<file path="config.mk">
export PLATFORM = sky130hd
export DESIGN_NAME = reset_sequencer
export DESIGN_NICKNAME = d
export VERILOG_FILES = /design/src/rtl/rstseq_pkg.sv /design/src/rtl/rstseq_sync.sv /design/src/rtl/rstseq_warm_filter.sv /design/src/rtl/reset_sequencer.sv
export SDC_FILE = /design/constraint.sdc
export NUM_CORES = 1
export LEC_CHECK = 0
export BUFFER_PORTS_ARGS = -buffer_cell sky130_fd_sc_hd__buf_2
export CAP_MARGIN = 15
export CORE_UTILIZATION = 45
export DETAILED_ROUTE_END_ITERATION = 8
export GPL_ROUTABILITY_DRIVEN = 0
export GPL_TIMING_DRIVEN = 0
export PLACE_DENSITY = 0.73
export SYNTH_ARGS = -nofsm -noshare
export SYNTH_HDL_FRONTEND = slang
export SYNTH_SLANG_ARGS = --single-unit
</file>
<file path="constraint.sdc">
create_clock -name clk -period 2.7 [get_ports clk]
set_input_delay 0.675 -clock clk [delete_from_list [all_inputs] [get_ports clk]]
set_output_delay 0.675 -clock clk [all_outputs]
set_load 0.01 [all_outputs]
</file>
<file path="src/rtl/rstseq_pkg.sv">
package rstseq_pkg;
    typedef enum logic [1:0] {
        PH_RESET = 2'd0,
        PH_INIT  = 2'd1,
        PH_RUN   = 2'd2
    } phase_e;
endpackage

</file>
<file path="src/rtl/rstseq_sync.sv">
// Multi-stage synchronizer with asynchronous preset/clear and synchronous release.
module rstseq_sync #(
    parameter int STAGES  = 2,
    parameter bit RST_VAL = 1'b0
) (
    input  logic clk,
    input  logic arst_n,
    input  logic d,
    output logic q
);
    logic [STAGES-1:0] sh_d, sh_q;

    always_comb begin
        sh_d = {sh_q[STAGES-2:0], d};
    end

    always_ff @(posedge clk or negedge arst_n) begin
        if (!arst_n) sh_q <= {STAGES{RST_VAL}};
        else         sh_q <= sh_d;
    end

    assign q = sh_q[STAGES-1];
endmodule

</file>
<file path="src/rtl/rstseq_warm_filter.sv">
// Counts consecutive low samples of the synchronized warm request and
// signals once, on the sample that reaches the minimum width.
module rstseq_warm_filter #(
    parameter int MIN_LOW = 24
) (
    input  logic clk,
    input  logic rst_n,
    input  logic lvl_n,
    output logic fire
);
    localparam int CW = $clog2(MIN_LOW + 1);

    logic [CW-1:0] cnt_d, cnt_q;

    always_comb begin
        cnt_d = cnt_q;
        if (lvl_n)                     cnt_d = '0;
        else if (cnt_q < CW'(MIN_LOW)) cnt_d = cnt_q + 1'b1;
        fire = !lvl_n && (cnt_q == CW'(MIN_LOW - 1));
    end

    always_ff @(posedge clk or negedge rst_n) begin
        if (!rst_n) cnt_q <= '0;
        else        cnt_q <= cnt_d;
    end
endmodule

</file>
<file path="src/rtl/reset_sequencer.sv">
module reset_sequencer #(
    parameter int WARM_MIN_CYCLES = 24,
    parameter int SYNC_STAGES     = 2,
    parameter int PIN_W           = 8
) (
    input  logic             clk,
    input  logic             por_n,
    input  logic             warm_n,
    input  logic             init_done,
    input  logic             periph_en,
    input  logic [PIN_W-1:0] periph_pins_i,
    output logic             core_rst_n,
    output logic             pll2_rst_n,
    output logic             test_rst_n,
    output logic             cfg_latch,
    output logic             rstat_n,
    output logic [PIN_W-1:0] periph_pins_o,
    output logic             last_reset_warm
);
    import rstseq_pkg::*;

    typedef struct packed {
        phase_e             phase;
        logic               cfg;
        logic               keep;
        logic [PIN_W-1:0]   pins;
        logic               last_warm;
    } seq_t;

    localparam seq_t SEQ_RST = '{phase: PH_RESET, cfg: 1'b0, keep: 1'b0,
                                 pins: '0, last_warm: 1'b0};

    logic por_s, warm_s, warm_fire;
    seq_t seq_d, seq_q;

    rstseq_sync #(.STAGES(SYNC_STAGES), .RST_VAL(1'b0)) u_por_sync (
        .clk    (clk),
        .arst_n (por_n),
        .d      (1'b1),
        .q      (por_s)
    );

    rstseq_sync #(.STAGES(SYNC_STAGES), .RST_VAL(1'b1)) u_warm_sync (
        .clk    (clk),
        .arst_n (por_n),
        .d      (warm_n),
        .q      (warm_s)
    );

    rstseq_warm_filter #(.MIN_LOW(WARM_MIN_CYCLES)) u_warm_filter (
        .clk   (clk),
        .rst_n (por_n),
        .lvl_n (warm_s),
        .fire  (warm_fire)
    );

    always_comb begin
        seq_d     = seq_q;
        seq_d.cfg = 1'b0;
        unique case (seq_q.phase)
            PH_RESET: begin
                if (!seq_q.keep) seq_d.pins = '0;
                if (por_s && warm_s) begin
                    seq_d.phase = PH_INIT;
                    seq_d.cfg   = 1'b1;
                end
            end
            PH_INIT: begin
                if (warm_fire) begin
                    seq_d.phase     = PH_RESET;
                    seq_d.last_warm = 1'b1;
                end else if (init_done) begin
                    seq_d.phase = PH_RUN;
                end
            end
            PH_RUN: begin
                seq_d.pins = periph_pins_i;
                seq_d.keep = periph_en;
                if (warm_fire) begin
                    seq_d.phase     = PH_RESET;
                    seq_d.last_warm = 1'b1;
                end
            end
            default: seq_d.phase = PH_RESET;
        endcase
    end

    always_ff @(posedge clk or negedge por_n) begin
        if (!por_n) seq_q <= SEQ_RST;
        else        seq_q <= seq_d;
    end

    assign core_rst_n      = (seq_q.phase != PH_RESET);
    assign rstat_n         = (seq_q.phase == PH_RUN);
    assign pll2_rst_n      = por_s;
    assign test_rst_n      = por_s;
    assign cfg_latch       = seq_q.cfg;
    assign periph_pins_o   = seq_q.pins;
    assign last_reset_warm = seq_q.last_warm;
endmodule

</file>
==> results of run 1 <==
## worst max-delay path, cell delays in order (launching register included)
cell and delay [ns]:
dfrtp_1 0.42, inv_1 0.09, ha_1 0.27, inv_1 0.06, buf_2 0.14
## kinds of logic after synthesis
logic type | Yosys count
other | 1
AND/OR/NAND/NOR | 17
multiplexers | 2
XOR/XNOR | 2
buffers and inverters | 14
adder cells (fa/ha/maj) | 4
flip-flops | 22
AO/OA/AOI/OAI | 19
## metal layers
| metal | GRT usage | vias to the layer above |
|---|---|---|
| met5 | 0 | - |
| li1 | - | 335 |
| met4 | 0.0294 | 0 |
| met2 | 0.250 | 14 |
| met3 | 0.0472 | 0 |
| met1 | 0.186 | 328 |
## state kept, by name, indices dropped and copies added (netlist names)
signal	flops
periph_pins_o	8
last_reset_warm	1
u_warm_filter.cnt_q	5
u_warm_sync.sh_q	2
cfg_latch	1
u_por_sync.sh_q	2
seq_q	3
## final timing paths
| path | end | startpoint | slack [ns] |
|---|---|---|---|
| max in group asynchronous | u_warm_sync.sh_q[0]$_DFF_PN1_ | por_n | 2.03 |
| min | seq_q[12]$_DFFE_PN0P_ | por_n | 0.31 |
| min in group clk | u_por_sync.sh_q[1]$_DFF_PN0_ | u_por_sync.sh_q[0]$_DFF_PN0_ | 0.35 |
| max reg2reg | seq_q[11]$_DFFE_PN0P_ | seq_q[11]$_DFFE_PN0P_ | 0.76 |
| max | core_rst_n | seq_q[11]$_DFFE_PN0P_ | 0.74 |
| min reg2reg | u_por_sync.sh_q[1]$_DFF_PN0_ | u_por_sync.sh_q[0]$_DFF_PN0_ | 0.35 |
## through the flow
step	hold WS (ns)	instances
6_report	0.307	138
5_1_grt	0.331	138
4_1_cts	0.310	138
3_5_place_dp	0.337	134
3_3_place_gp	0.332	134
2_1_floorplan	0.331	81
## cell type report
class / instances / area share
buffer: 11 / 0.0699
clock buffer: 4 / 0.0307
inverter: 3 / 0.00953
multi-input combinational: 45 / 0.283
sequential: 22 / 0.468
tap: 27 / 0.0286
timing repair buffer: 26 / 0.110
## cells in the final DEF, fill, tap and decap left out, drive strengths merged, types with 2 or more instances in the layout
master / instances
a22o: 8
dfrtp: 20
buf: 36
nor3: 2
nor2: 3
dfstp: 2
a21oi: 3
nand2: 5
inv: 3
a31oi: 2
clkbuf: 5
o21ai: 2
ha: 4
mux2: 2
nand3: 3
## cell usage after synthesis
| cell type | number |
|---|---|
| dfrtp_1 | 20 |
| buf_4 | 9 |
| a22o_1 | 8 |
| nand2_1 | 5 |
| ha_1 | 4 |
| a21oi_1 | 3 |
| inv_1 | 3 |
| nand3_1 | 3 |
| nor2_1 | 3 |
| a31oi_1 | 2 |
| dfstp_2 | 2 |
| nor3_1 | 2 |
| a21boi_0 | 1 |
| a21o_1 | 1 |
| and2_1 | 1 |
| and3_2 | 1 |
| buf_6 | 1 |
| clkbuf_1 | 1 |
| conb_1 | 1 |
| mux2_2 | 1 |
| mux2_4 | 1 |
| nor3b_1 | 1 |
| o21ai_1 | 1 |
| o21ai_2 | 1 |
| o22ai_2 | 1 |
| o31ai_1 | 1 |
| or4b_4 | 1 |
| xnor2_1 | 1 |
| xor2_1 | 1 |
## power by group
| group | total [mW] | switching (mW) | internal, mW |
|---|---|---|---|
| registers | 0.461 | 0.0501 | 0.411 |
| clock network | 0.176 | 0.0935 | 0.0822 |
| logic | 0.451 | 0.215 | 0.236 |
==> out/qor.csv, run 1 <==
metric,value,unit
Placed Area,1140,um2
clock slew at the register clock pins of the worst setup and hold paths,0.12,ns
DRT Wirelength,1.56,mm
Final Critical Period,1.96,ns
Hold/Removal Path Class,input port to async pin,
GRT Util Overall,0.148,
Fin Clk Skew,0.00885,ns
Synth Area in Adders,0.0510,
Worst Path Arrival,1.29,ns
r2r worst-path depth,6,
Die X-Extent,48.7,um
Syn Area/Cell,12.1,um2
RSZ-0062 raised after global routing,no,
die area,2370,um2
post-place setup slack,0.772,ns
Longest Clk Path Bufs,2,
Synth cell types,29,
Post-route DRC,0,
post-route cell area,1180,um2
Nets,129,
Mapped Cells,81,
VDD IR-drop max,0.518,mV
largest net degree at the start of global routing,23,
number of max-cap violations,0,
Synth warnings,0,
final hold violations,0,
syn nets,98,
uppermost layer routed,met3,
H-tree depth,1,
Routed Antenna Nets,0,
leakage power,0.619,nW
FF+latch area,553,um2
largest family of logic cells by synthesized area,compound AO/OA/AOI/OAI gates,
endpoints failing setup,0,
postcts setup bufs,0,
final max-slew violation count,0,
Avg WL per Cell,11.3,um
Worst-Skew Late Latency,0.30,ns
Post-Synth Simple-Gate Area,0.0918,
metal3 WL,58,um
# resized after CTS,0,
startpoint types,register,
Rows,16,
Rel. slew slack,0.622,
mux contribution to synthesized area,0.0268,
first-pass GRT wire length,2.73,mm
Final WS setup,0.737,ns
P per Cell Area,921,nW/um2
Critical Path Fanout Max,6,
CTS Hold Bufs,0,
Yosys reg bits,22,
Top-Level Pins,27,
fin util,0.590,
post-synth top area share,0.510,
actual slew at the worst max-slew pin,0.564,ns
IO buf count,26,
Mapped Area,981,um2
Initial DRC Count,7,
fin crit share,0.727,
Synth Area in Compound Gates,0.149,
CP endpoint kind,output pin,
DRT met1 WL,753,um
gr ovfl total,0,
post-DR vias/cell,4.91,
vias in the first global route,649,
Num CTS Buffers,3,
Setup CP Type,register to output pin,
Pre-Repair DR Iteration Count,4,
CTS tree,yes,
Setup TNS Final,0,ns
ant diodes,0,
status,"complete, no violations",
Worst Path Required,2.03,ns
Area contributors post-synth,"dfrtp_1 51%, a22o_1 7.1%, buf_4 6.9%",
sequential share of the synthesized area,0.564,
Chip Height,48.7,um
cell taking the most area after synthesis,dfrtp_1,
Final HPWL DP,1.14,mm
root buffer cell,clkbuf_4,
initial antenna violation count,0,
clk sinks,22,
via count,677,
CORE AREA,2000,um2
met2 WL post-DR,744,um
max frequency,509,MHz
Power Total,1.09,mW
starting density of the core,0.490,
share of post-route cells with drive strength above 1,0.432,
Post-Synth XOR/XNOR Area,0.0179,
Synth-to-Final Area Change,20.4,%
area of the multi-input gates,334,um2
Fill cells,169,
Power figures use the tool's default switching activity.
==> run 2, diff against run 1 <==
--- a/config.mk
+++ b/config.mk
@@ -11,7 +11,7 @@
 export DETAILED_ROUTE_END_ITERATION = 8
 export GPL_ROUTABILITY_DRIVEN = 0
 export GPL_TIMING_DRIVEN = 0
-export PLACE_DENSITY = 0.73
+export PLACE_DENSITY = 0.76
 export SYNTH_ARGS = -nofsm -noshare
 export SYNTH_HDL_FRONTEND = slang
 export SYNTH_SLANG_ARGS = --single-unit
==> constraint.sdc (replaced) <==
create_clock -name clk -period 1.8 [get_ports clk]
set_input_delay 0.45 -clock clk [delete_from_list [all_inputs] [get_ports clk]]
set_output_delay 0.45 -clock clk [all_outputs]
set_load 0.01 [all_outputs]
==> run 2 against run 1 <==
  * Clock power is 30% higher
  * Clock skew is 0.0037 ns lower
  * Power rose by 59%
  * Critical path type is now register to register
  * Largest cell class unchanged
==> out/qor.csv, run 2 (synthesized netlist as in run 1, its figures left out) <==
metric,value,unit,change
status,"complete, no violations",,unchanged
Avg WL per Cell,12.0,um,was 11.3 um
leakage power,0.639,nW,was 0.619 nW
"commonest cells after routing, fill and taps aside","26 x buf_2, 20 x dfrtp_1, 14 x buf_4",,"was 26 x buf_2, 20 x dfrtp_1, 9 x buf_4"
Worst Path Arrival,1.96,ns,was 1.29 ns
crit-path max cell delay,0.49,ns,was 0.42 ns
hold_ws,0.0875,ns,was 0.307 ns
share of post-route cells with drive strength above 1,0.474,,was 0.432
Hold/Removal Path Class,input port to async pin,,unchanged
Post-route DRC,0,,unchanged
CP endpoint kind,register,,was output pin
Rows,16,,unchanged
Final Critical Period,1.76,ns,
final hold violations,0,,unchanged
Final HPWL DP,1.23,mm,was 1.14 mm
gr ovfl total,0,,unchanged
Top-Level Pins,27,,unchanged
Setup CP Type,register to register,,was register to output pin
Num CTS Buffers,3,,unchanged
Worst-Skew Late Latency,0.30,ns,about the same
final max-slew violation count,0,,unchanged
root buffer cell,clkbuf_4,,unchanged
Synth-to-Final Area Change,25.3,%,was 20.4%
Fill cells,177,,was 169
P per Cell Area,1410,nW/um2,was 921 nW/um2
max reg flops,8,,unchanged
number of max-cap violations,0,,unchanged
endpoints failing setup,0,,unchanged
clock slew at the register clock pins of the worst setup and hold paths,0.12,ns,about the same
RSZ-0062 raised after global routing,yes,,was no
ant diodes,0,,unchanged
largest net degree at the start of global routing,23,,unchanged
R2R Path Start,seq_q[12]$_DFFE_PN0P_,,was seq_q[11]$_DFFE_PN0P_
CTS Hold Bufs,0,,unchanged
Routed Antenna Nets,0,,unchanged
IO buf count,26,,unchanged
Placed Area,1140,um2,unchanged
Die X-Extent,48.7,um,unchanged
GRT Util Overall,0.155,,was 0.148
initial antenna violation count,0,,unchanged
vias in the first global route,642,,was 649
CORE AREA,2000,um2,unchanged
post-route cell area,1230,um2,was 1180 um2
actual slew at the worst max-slew pin,0.556,ns,was 0.564 ns
Initial DRC Count,10,,was 7
DRT Wirelength,1.71,mm,was 1.56 mm
area of the multi-input gates,354,um2,was 334 um2
Nets,134,,was 129
"commonest non-fill, non-tap cell in the layout",buf_2,,unchanged
Longest Clk Path Bufs,2,,unchanged
r2r setup slk,0.04,ns,was 0.76 ns
first-pass GRT wire length,2.79,mm,was 2.73 mm
worst reg2reg path endpoint,seq_q[11]$_DFFE_PN0P_,,unchanged
clk sinks,22,,unchanged
Setup TNS Final,0,ns,unchanged
CP Cell Sequence,"inv_2, ha_4, or4b_4, o22ai_4, o21ai_2, mux2_4",,"was inv_1, ha_1, inv_1, buf_2"
max frequency,567,MHz,
startpoint types,register,,unchanged
fin crit share,0.979,,
post-DR vias/cell,4.80,,was 4.91
die area,2370,um2,unchanged
VDD IR-drop max,0.627,mV,was 0.518 mV
Worst Path Buf+Inv,1,,was 3
H-tree depth,1,,unchanged
via count,687,,was 677
starting density of the core,0.490,,unchanged
r2r worst-path depth,6,,unchanged
Chip Height,48.7,um,unchanged
Fin Clk Skew,0.00515,ns,was 0.00885 ns
CP max stage cell,or4b_4,,was dfrtp_1
CTS tree,yes,,unchanged
top cell family by delay on the critical path,simple AND/OR/NAND/NOR gates,,was flip-flops
Critical Path Fanout Max,4,,was 6
Rel. slew slack,0.627,,was 0.622
Worst Path Required,1.99,ns,was 2.03 ns
FF+latch area,553,um2,unchanged
Pre-Repair DR Iteration Count,5,,was 4
run 2: cell count changes in the layout (fill, tap and decap cells not counted), sizes merged:
cell  before  now
buf       36   41
run 2: timing repair:
action,4_1_cts,5_1_grt
resized for setup,5,0
setup buffers,3,2
pin swaps,1,2
endpoints found under the setup margin,1,1
run 2: final cells by class:
class / instances / area share
Multi-Input combinational cell: 45 / 0.288
Buffer: 11 / 0.0672
Tap cell: 27 / 0.0275
Sequential cell: 22 / 0.450
Clock buffer: 4 / 0.0214
Timing Repair Buffer: 31 / 0.136
Inverter: 3 / 0.00916
run 2: through the flow:
stage / setup slack (ns) / total power, mW / cells / utilization
2_1_floorplan: 0.0000491 / 1.18 / 81 / -
3_5_place_dp: -0.138 / 1.39 / 134 / 0.572
5_1_grt: -0.0121 / 1.86 / 143 / 0.614
6_report: 0.0375 / 1.73 / 143 / 0.614
3_3_place_gp: -0.105 / 1.36 / 134 / 0.572
4_1_cts: 0.00786 / 1.71 / 141 / 0.606
run 2: worst reg2reg max path, stage by stage, from the launching register on:
cell     delay [ns]
dfrtp_1        0.39
inv_2          0.07
ha_4           0.17
or4b_4         0.49
o22ai_4        0.17
o21ai_2        0.08
mux2_4         0.30
run 2: how the worst max path moves through the flow:
stage / start / endpoint / cells past startpoint
global route: seq_q[12]$_DFFE_PN0P_ / seq_q[11]$_DFFE_PN0P_ / 6
detailed placement: seq_q[11]$_DFFE_PN0P_ / seq_q[11]$_DFFE_PN0P_ / 6
global placement: seq_q[11]$_DFFE_PN0P_ / seq_q[11]$_DFFE_PN0P_ / 6
finish: seq_q[12]$_DFFE_PN0P_ / seq_q[11]$_DFFE_PN0P_ / 6
floorplan: seq_q[11]$_DFFE_PN0P_ / seq_q[11]$_DFFE_PN0P_ / 6
CTS: seq_q[11]$_DFFE_PN0P_ / seq_q[11]$_DFFE_PN0P_ / 6
run 2: report_power, final:
group,internal (mW),switching [mW],leakage (nW),total (mW)
combinational,0.446,0.371,0.340,0.817
sequential,0.616,0.0682,0.284,0.684
clock,0.0863,0.141,0.0150,0.228
run 2: routing by layer:
metal,track usage,part of all wire
met5,0,0
met4,0.0588,0.0082
met3,0.0314,0.037
met2,0.250,0.50
met1,0.204,0.46
